**src/rtl/flagbank_pkg.sv**
```systemverilog
package flagbank_pkg;

    // Bit positions of this struct match the packed read: sign[2] zero[1] carry[0]
    typedef struct packed {
        logic sgn;
        logic zro;
        logic cry;
    } flagset_t;

    localparam int FLAG_W  = 3;
    localparam int PACKED_W = 8;

    function automatic logic [PACKED_W-1:0] pack_flags(input flagset_t f);
        return {{(PACKED_W-FLAG_W){1'b0}}, f.sgn, f.zro, f.cry};
    endfunction

endpackage

```
**src/rtl/flag_bank_file.sv**
```systemverilog
module flag_bank_file
    import flagbank_pkg::*;
#(
    parameter int NBANKS = 9,
    localparam int IDX_W = $clog2(NBANKS)
) (
    input  logic             clk,
    input  logic             rst,
    input  logic             we,
    input  logic [IDX_W-1:0] waddr,
    input  flagset_t         wdata,
    input  logic [IDX_W-1:0] raddr,
    output flagset_t         rdata
);

    flagset_t bank_q [NBANKS];

    generate
        for (genvar b = 0; b < NBANKS; b++) begin : g_bank
            always_ff @(posedge clk) begin
                if (rst) begin
                    bank_q[b] <= '0;
                end else if (we && (waddr == IDX_W'(b))) begin
                    bank_q[b] <= wdata;
                end
            end
        end
    endgenerate

    always_comb begin
        rdata = '0;
        for (int b = 0; b < NBANKS; b++) begin
            if (raddr == IDX_W'(b)) rdata = bank_q[b];
        end
    end

endmodule

```
**src/rtl/ctx_stack.sv**
```systemverilog
module ctx_stack #(
    parameter int DEPTH = 8,
    parameter int W     = 4,
    localparam int PTR_W = (DEPTH > 1) ? $clog2(DEPTH) : 1,
    localparam int CNT_W = $clog2(DEPTH + 1)
) (
    input  logic         clk,
    input  logic         rst,
    input  logic         push,
    input  logic         pop,
    input  logic [W-1:0] din,
    output logic [W-1:0] top,
    output logic         empty,
    output logic         full
);

    logic [W-1:0]     mem_q [DEPTH];
    logic [CNT_W-1:0] cnt_q;
    logic [PTR_W-1:0] wr_idx;
    logic [PTR_W-1:0] top_idx;

    assign empty   = (cnt_q == '0);
    assign full    = (cnt_q == CNT_W'(DEPTH));
    assign wr_idx  = PTR_W'(cnt_q);
    assign top_idx = PTR_W'(cnt_q - 1'b1);
    assign top     = mem_q[top_idx];

    always_ff @(posedge clk) begin
        if (rst) begin
            cnt_q <= '0;
            for (int i = 0; i < DEPTH; i++) mem_q[i] <= '0;
        end else if (push && !full) begin
            mem_q[wr_idx] <= din;
            cnt_q         <= cnt_q + 1'b1;
        end else if (pop && !empty) begin
            cnt_q <= cnt_q - 1'b1;
        end
    end

    // The controller must never push into a full stack
    assert_no_push_full_R9: assert property (@(posedge clk) disable iff (rst)
        full |-> !push);

    // The controller must never pop an empty stack
    assert_no_pop_empty_R8: assert property (@(posedge clk) disable iff (rst)
        empty |-> !pop);

endmodule

```
**src/rtl/irq_flag_banks.sv**
```systemverilog
module irq_flag_banks
    import flagbank_pkg::*;
#(
    parameter int NUM_LEVELS = 8,
    parameter int CTX_DEPTH  = 8,
    localparam int LVL_W = (NUM_LEVELS > 1) ? $clog2(NUM_LEVELS) : 1
) (
    input  logic             clk,
    input  logic             rst,
    input  logic             flag_we,
    input  logic [2:0]       flag_in,
    input  logic             irq_enter,
    input  logic [LVL_W-1:0] irq_level,
    input  logic             irq_return,
    output logic             flag_c,
    output logic             flag_z,
    output logic             flag_s,
    output logic [7:0]       flags_rd,
    output logic             seq_err
);

    // Bank 0 is normal mode; bank L+1 belongs to interrupt level L
    localparam int NBANKS = NUM_LEVELS + 1;
    localparam int IDX_W  = $clog2(NBANKS);
    localparam logic [IDX_W-1:0] NORMAL_IDX = '0;

    logic [IDX_W-1:0] active_q;
    logic [IDX_W-1:0] lvl_bank;
    logic [IDX_W-1:0] stk_top;
    logic             stk_empty;
    logic             stk_full;
    logic             enter_ok;
    logic             ret_ok;
    logic             reject;
    flagset_t         vis_flags;

    assign lvl_bank = IDX_W'(irq_level) + IDX_W'(1);

    assign enter_ok = irq_enter && !irq_return && (lvl_bank != active_q) && !stk_full;
    assign ret_ok   = irq_return && !irq_enter && !stk_empty;
    assign reject   = (irq_enter || irq_return) && !enter_ok && !ret_ok;

    flag_bank_file #(
        .NBANKS (NBANKS)
    ) u_banks (
        .clk   (clk),
        .rst   (rst),
        .we    (flag_we),
        .waddr (active_q),
        .wdata (flagset_t'(flag_in)),
        .raddr (active_q),
        .rdata (vis_flags)
    );

    ctx_stack #(
        .DEPTH (CTX_DEPTH),
        .W     (IDX_W)
    ) u_ctx (
        .clk   (clk),
        .rst   (rst),
        .push  (enter_ok),
        .pop   (ret_ok),
        .din   (active_q),
        .top   (stk_top),
        .empty (stk_empty),
        .full  (stk_full)
    );

    always_ff @(posedge clk) begin
        if (rst) begin
            active_q <= NORMAL_IDX;
            seq_err  <= 1'b0;
        end else begin
            seq_err <= reject;
            if (enter_ok) begin
                active_q <= lvl_bank;
            end else if (ret_ok) begin
                active_q <= stk_top;
            end
        end
    end

    assign flag_c   = vis_flags.cry;
    assign flag_z   = vis_flags.zro;
    assign flag_s   = vis_flags.sgn;
    assign flags_rd = pack_flags(vis_flags);

    // Return brings back the context recorded on the stack
    assert_ret_restores_R5: assert property (@(posedge clk) disable iff (rst)
        ret_ok |=> (active_q == $past(stk_top)));

    // Re-entering the running level is flagged and changes nothing
    assert_reenter_err_R7: assert property (@(posedge clk) disable iff (rst)
        (irq_enter && !irq_return && (lvl_bank == active_q)) |=> (seq_err && $stable(active_q)));

    // Return from normal mode is flagged and changes nothing
    assert_empty_ret_err_R8: assert property (@(posedge clk) disable iff (rst)
        (irq_return && !irq_enter && stk_empty) |=> (seq_err && $stable(active_q)));

    // Entry into a full stack is flagged and changes nothing
    assert_full_enter_err_R9: assert property (@(posedge clk) disable iff (rst)
        (irq_enter && !irq_return && stk_full) |=> (seq_err && $stable(active_q)));

    // Simultaneous entry and return are flagged and change nothing
    assert_both_err_R10: assert property (@(posedge clk) disable iff (rst)
        (irq_enter && irq_return) |=> (seq_err && $stable(active_q)));

endmodule

```
**config.mk**
```make
export PLATFORM = sky130hd
export DESIGN_NAME = irq_flag_banks
export DESIGN_NICKNAME = d
export VERILOG_FILES = /design/src/rtl/flagbank_pkg.sv /design/src/rtl/flag_bank_file.sv /design/src/rtl/ctx_stack.sv /design/src/rtl/irq_flag_banks.sv
export SDC_FILE = /design/constraint.sdc
export NUM_CORES = 1
export LEC_CHECK = 0
export ABC_AREA = 1
export BUFFER_PORTS_ARGS = -buffer_cell sky130_fd_sc_hd__buf_2
export CELL_PAD_IN_SITES_DETAIL_PLACEMENT = 1
export CELL_PAD_IN_SITES_GLOBAL_PLACEMENT = 1
export CORE_AREA = 3 3 80 100
export DETAILED_ROUTE_END_ITERATION = 12
export DIE_AREA = 0 0 83 103
export PLACE_DENSITY = 0.84
export RECOVER_POWER = 100
export SYNTH_ARGS = -nofsm -noshare
export SYNTH_HDL_FRONTEND = slang
export SYNTH_SLANG_ARGS = --single-unit
```
**constraint.sdc**
```tcl
create_clock -name clk -period 3 [get_ports clk]
set_input_delay 0.15 -clock clk [delete_from_list [all_inputs] [get_ports clk]]
set_output_delay 0.15 -clock clk [all_outputs]
set_load 0.02 [all_outputs]
```
==> reports/summary.txt, run 1 <==
status = finished clean
post-CTS setup buffers = 0
GRT Total Usage = 21.89%
TritonCTS clock tree = done
Comb pwr share = 22.1%
area of the core = 7062 sq um
First-pass DRT Iterations = 4
DP Area = 3630 sq um
Clock Tree Buf Depth = 2
CTS clk-pin slew, worst paths = 0.07 ns
die width = 83 microns
vias in the first global route = 3002
Final Hold Vio Count = 0
Detail Route Antenna Nets = 0
Psw = 760.6 uW
CTS Root Cell = clkbuf_8
Num CTS Buffers = 9
Initial Util = 50.00%
CP Launch Type = register
switching part of the total = 31.86%
Seq/Total Area, Yosys = 55.28%
pin count of the biggest net entering global routing = 26
crit path launch = active_q[3]
Avg Cell Area, Syn = 8.591 sq um
WL per Instance = 16.88 microns
First DRT Iteration DRCs = 145
initial antenna violation count = 0
CP Max Fanout = 11
setup TNS = 0 ns
ant diodes = 0
part of the power in registers = 47.0%
power per cell area = 630.7 nW/um^2
Distinct cells, synth = 34
Leak = 0.001527 uW
Int Pwr = 1627 uW
Nets = 437
vias post-DR = 2796
Mapped Area = 3531 sq um
DRC = 0
share of cells above drive strength 1 = 7.477%
Die Y = 103 microns
post-CTS resize count = 0
WL final = 8.742 mm
Yosys reg bits = 68
Post-DP HPWL = 6.355 mm
worst reg-to-reg setup slack = 0.75 ns
Ports = 23
cell mode on critical path = nand2_1
Final Core Density = 53.60%
Setup WS pre-CTS = 0.9089 ns
count of input and output buffers = 17
clock power share = 30.9%
Period Utilization, post-route = 84.67%
WS Path Type = reg2out
RR Endpoint = u_ctx.mem_q[0][0]
grt ovf = 0
max_cap viols = 0
unrepaired setup endpoints after global routing = false
worst setup margin = 0.4601 ns
slowest CP cell = nor3_1
area grow syn2layout = 7.193%
Clock H-tree levels = 3
standard-cell rows = 34
first-pass GRT wire length = 14.39 mm
Synth Instances = 411
Critical Path AT = 2.39 ns
fin area = 3785 sq um
max incr delay on CP = 0.49 ns
Worst setup endpoint = flags_rd[0]
fin crit period = 2.540 ns
routability-driven placement congestion ratio = 0.8882
Worst Skew = 0.01278 ns
total power = 2387 uW
count of pins over their slew limit = 0
worst slew pin tran = 0.7785 ns
Critical Path RT = 2.85 ns
CTS Sinks = 68
worst skew pair latency = 0.35 ns
r2r startpoint = u_ctx.cnt_q[1]
Hold Crit Class = in2reg
cell depth of the worst flop-to-flop path = 9
f_max = 393.7 MHz
yosys warns = 0
CP Cell Sequence = inv_1 -> nand2_1 -> nor3_1 -> a21oi_1 -> nand4_1 -> o21ai_0 -> nand2_1 -> clkbuf_1
DR vias/cell = 5.398
CTS Hold Bufs = 0
Max IR drop VDD = 0.4145 mV
Critical Path End Type = output port
Setup-failing EPs final = 0
relative slew slack = 47.86%
Die Area = 8549 sq um
## layer usage
metal / wire length [microns] / share of wire (%) / GRT usage [%]
met4: 269 / 3.1 / 12.83
met5: 0 / 0 / 0
met1: 3209 / 37 / 22.41
met2: 4976 / 57 / 42.41
met3: 286 / 3.3 / 3.357
## per-stage QoR
stage	hold slack [ns]	std cells
after CTS	0.01524	518
after floorplan	0.2191	415
after global placement	0.3615	502
final	0.02304	518
after detailed placement	0.3705	502
after global routing	0.04114	518
## final cells by class
type | instances | area (sq um)
tap | 90 | 112.6
timing repair buffer | 20 | 98.84
clock buffer | 13 | 148.9
clock inverter | 3 | 38.79
fill | 892 | 3277
inverter | 37 | 138.9
multi-input combinational | 287 | 1295
sequential | 68 | 1952
## worst min path at each step
stage,cells past startpoint,to,start
after floorplan,1,active_q[0],rst
after global placement,2,seq_err,irq_enter
after detailed placement,2,seq_err,irq_enter
after CTS,2,seq_err,irq_enter
after global routing,2,seq_err,irq_enter
final,2,seq_err,irq_enter
## cell usage after synthesis
library cell / n / area, sq um
nor2_8: 1 / 20.02
ha_1: 3 / 37.54
nor3_2: 1 / 10.01
buf_1: 1 / 3.750
buf_4: 10 / 75.07
a31oi_2: 1 / 12.51
nand3_2: 1 / 10.01
clkinv_1: 4 / 15.01
mux2i_1: 1 / 10.01
a21oi_2: 1 / 8.760
nor2_1: 97 / 364.1
nor2_2: 1 / 6.260
nand3_1: 40 / 200.2
conb_1: 1 / 3.750
or2_2: 2 / 12.51
nor3_1: 3 / 15.01
xor2_1: 1 / 8.760
o21ai_0: 22 / 110.1
buf_6: 1 / 11.26
nand4_1: 10 / 62.56
nand2_1: 81 / 304.0
edfxtp_1: 59 / 1772
clkbuf_1: 7 / 26.28
inv_1: 32 / 120.1
buf_2: 4 / 20.02
o221ai_1: 1 / 8.760
inv_2: 1 / 3.750
o21a_1: 1 / 7.510
o211ai_1: 2 / 15.01
nand2_2: 2 / 12.51
nand2_4: 1 / 11.26
a21oi_1: 7 / 35.03
xnor2_1: 2 / 17.52
dfxtp_1: 9 / 180.2
## sequential cells by signal, indices dropped and copies added (netlist names)
signal          flops
u_ctx.mem_q        32
u_banks.bank_q     27
active_q            4
u_ctx.cnt_q         4
seq_err             1
## placed cells by master, fill, tap and decap left out, types with 2 or more instances in the layout
cell type | Yosys | routed
nand2_1 | 81 | 83
clkinv_1 | 4 | 5
dfxtp_1 | 9 | 9
edfxtp_1 | 59 | 59
clkbuf_1 | 7 | 10
o211ai_1 | 2 | 2
buf_4 | 10 | 3
or2_2 | 2 | 2
nor3_1 | 3 | 3
nand4_1 | 10 | 10
xnor2_1 | 2 | 2
o21ai_0 | 22 | 22
buf_2 | 4 | 10
clkbuf_8 | 0 | 10
conb_1 | 1 | 5
nor2_1 | 97 | 98
ha_1 | 3 | 3
nand3_1 | 40 | 41
a21oi_1 | 7 | 7
inv_1 | 32 | 32
## critical path, delay by kind of cell (launching register included)
kind,cells,cell delay [ns]
AOI/OAI and AO/OA,2,0.22
buffers and inverters,2,0.58
DFF,1,0.33
and+or+nand+nor,4,0.92
## cells by family after synthesis
kind of cell / after synthesis / synth area share (%)
AOI/OAI and AO/OA: 35 / 5.599
xor gates and xnor gates: 3 / 0.7443
adders and majority gates: 3 / 1.063
buffers and inverters: 60 / 7.796
DFF: 68 / 55.28
muxes: 1 / 0.2835
other: 1 / 0.1062
and+or+nand+nor: 240 / 29.13
## power groups by stage
stage	registers (uW)	logic, uW	clock network, uW
after floorplan	1130	409	0
after global placement	1140	524	0
after detailed placement	1140	541	0
after CTS	1120	547	746
after global routing	1130	590	778
final	1120	528	738
Power figures use the tool's default switching activity.
==> run 2, diff against run 1 <==
CORE_AREA = 3 3 83 104   (was 3 3 80 100)
DIE_AREA = 0 0 86 107   (was 0 0 83 103)
PLACE_DENSITY = 0.79   (was 0.84)
clock period = 2.64 ns   (was 3 ns; I/O delays follow)
==> run 2 against run 1 <==
Clock skew is 0.00059 ns higher; final cell count rose by 1.7%; global-route usage shrank 1.0 points; register-to-register slack worse by 0.38 ns; critical path type unchanged; flip-flop and latch count stayed put; clock power grew 14%; sequential share of layout area decreased by 0.81 points.
==> reports/summary.txt, run 2 (synthesis results as in run 1) <==
hold wc startpoint = irq_return
commonest non-fill, non-tap cell in the layout = nor2_1
power per cell area = 710.6 nW/um^2
Initial Util = 45.31%
area of the core = 7792 sq um
Final Hold Vio Count = 0
DRC = 0
Setup WS pre-CTS = 0.4529 ns
TritonCTS clock tree = done
WL final = 8.716 mm
r2r startpoint = active_q[3]
share of cells above drive strength 1 = 10.19%
Clock Tree Buf Depth = 2
standard-cell rows = 36
setup TNS = 0 ns
hold depth = 2
routability-driven placement congestion ratio = 0.8497
CP Launch Type = register
DR vias/cell = 5.334
CTS Sinks = 68
Num CTS Buffers = 9
Post-DP HPWL = 6.429 mm
cell depth of the worst flop-to-flop path = 9
status = finished clean
count of input and output buffers = 17
Die Area = 9202 sq um
area grow syn2layout = 8.894%
Die Y = 107 microns
hold endpoint = seq_err
WS Path Type = reg2out
ant diodes = 0
Critical Path AT = 2.32 ns
multi-input logic area = 1306 sq um
Period Utilization, post-route = 92.80%
Largest Register = u_ctx.mem_q
first-pass GRT wire length = 14.43 mm
grt ovf = 0
fin crit period = 2.450 ns
pin count of the biggest net entering global routing = 34
commonest cells after routing, fill and taps aside = 98 x nor2_1, 83 x nand2_1, 59 x edfxtp_1, 41 x nand3_1, 31 x inv_1
Setup-failing EPs final = 0
fin area = 3845 sq um
WL per Instance = 16.54 microns
Fill cells = 952
max reg flops = 32
Detail Route Antenna Nets = 0
worst slew pin tran = 0.7877 ns
CP Max Fanout = 7
Clock H-tree levels = 3
Leak = 0.001555 uW
Register Area = 1952 sq um
count of pins over their slew limit = 0
worst setup margin = 0.1902 ns
max_cap viols = 0
biggest regs = u_ctx.mem_q x32, u_banks.bank_q x27
initial antenna violation count = 0
Max IR drop VDD = 0.4001 mV
First-pass DRT Iterations = 4
worst skew pair latency = 0.35 ns
Ports = 23
worst reg-to-reg setup slack = 0.37 ns
CTS Root Cell = clkbuf_8
Hold Crit Class = in2reg
vias post-DR = 2811
First DRT Iteration DRCs = 134
WHS = 0.02041 ns
vias in the first global route = 3004
Critical Path End Type = output port
DP Area = 3636 sq um
Worst Skew = 0.01337 ns
Nets = 441
Critical Path RT = 2.51 ns
RR Endpoint = u_ctx.mem_q[0][0]
GRT Total Usage = 20.86%
die width = 86 microns
CTS clk-pin slew, worst paths = 0.08 ns
f_max = 408.2 MHz
unrepaired setup endpoints after global routing = false
relative slew slack = 47.24%
[run 2: layer usage]
metal | share of wire (%) | global-route usage (%) | vias up
li1 | - | - | 1385
met1 | 39 | 21.65 | 1363
met2 | 55 | 38.92 | 41
met3 | 2.4 | 4.304 | 22
met4 | 3.3 | 10.29 | 0
met5 | 0 | 0 | -
[run 2: layout make-up]
class,count,share of cell area [%]
flip-flops and latches,68,50.76
multi-input cells,287,33.97
inverters,37,3.710
repair buffers,24,3.482
clock buffers,9,3.222
well taps,95,3.091
clock inverters,7,1.757
[run 2: worst max-delay path: stages, from the launching register on]
cell and delay (ns):
dfxtp_1 0.58, clkinvlp_4 0.27, nor3_4 0.32, inv_1 0.08, or2_2 0.27, nand2_1 0.09, nand4_1 0.15, buf_2 0.21
[run 2: where the power goes]
part           internal (uW)  total [uW]  switching (uW)
Combinational            168         612             443
Clock                    431         845             414
Sequential              1230        1280            42.0
Total                   1830        2730             900
[run 2: through the flow]
stage / utilization [%] / power [uW] / instances
floorplan: - / 1744 / 415
global placement: 46.66 / 1894 / 507
detailed placement: 46.66 / 1914 / 507
CTS: 49.25 / 2753 / 524
global route: 49.34 / 2872 / 527
finish: 49.34 / 2732 / 527
[run 2: how the worst max path moves through the flow]
stage,end,cells after the start,start
finish,flag_z,7,active_q[0]
detailed placement,flag_z,7,active_q[0]
CTS,flag_z,7,active_q[0]
global route,flag_z,7,active_q[0]
global placement,flags_rd[1],7,active_q[0]
floorplan,u_ctx.mem_q[2][0],10,u_ctx.cnt_q[0]
[run 2: repair_timing]
action,in CTS,in global routing
setup endpoints to repair,0,4
endpoints found under the hold margin,1,0
hold buffers,1,0
gates resized for setup,0,3
buffers inserted,0,3
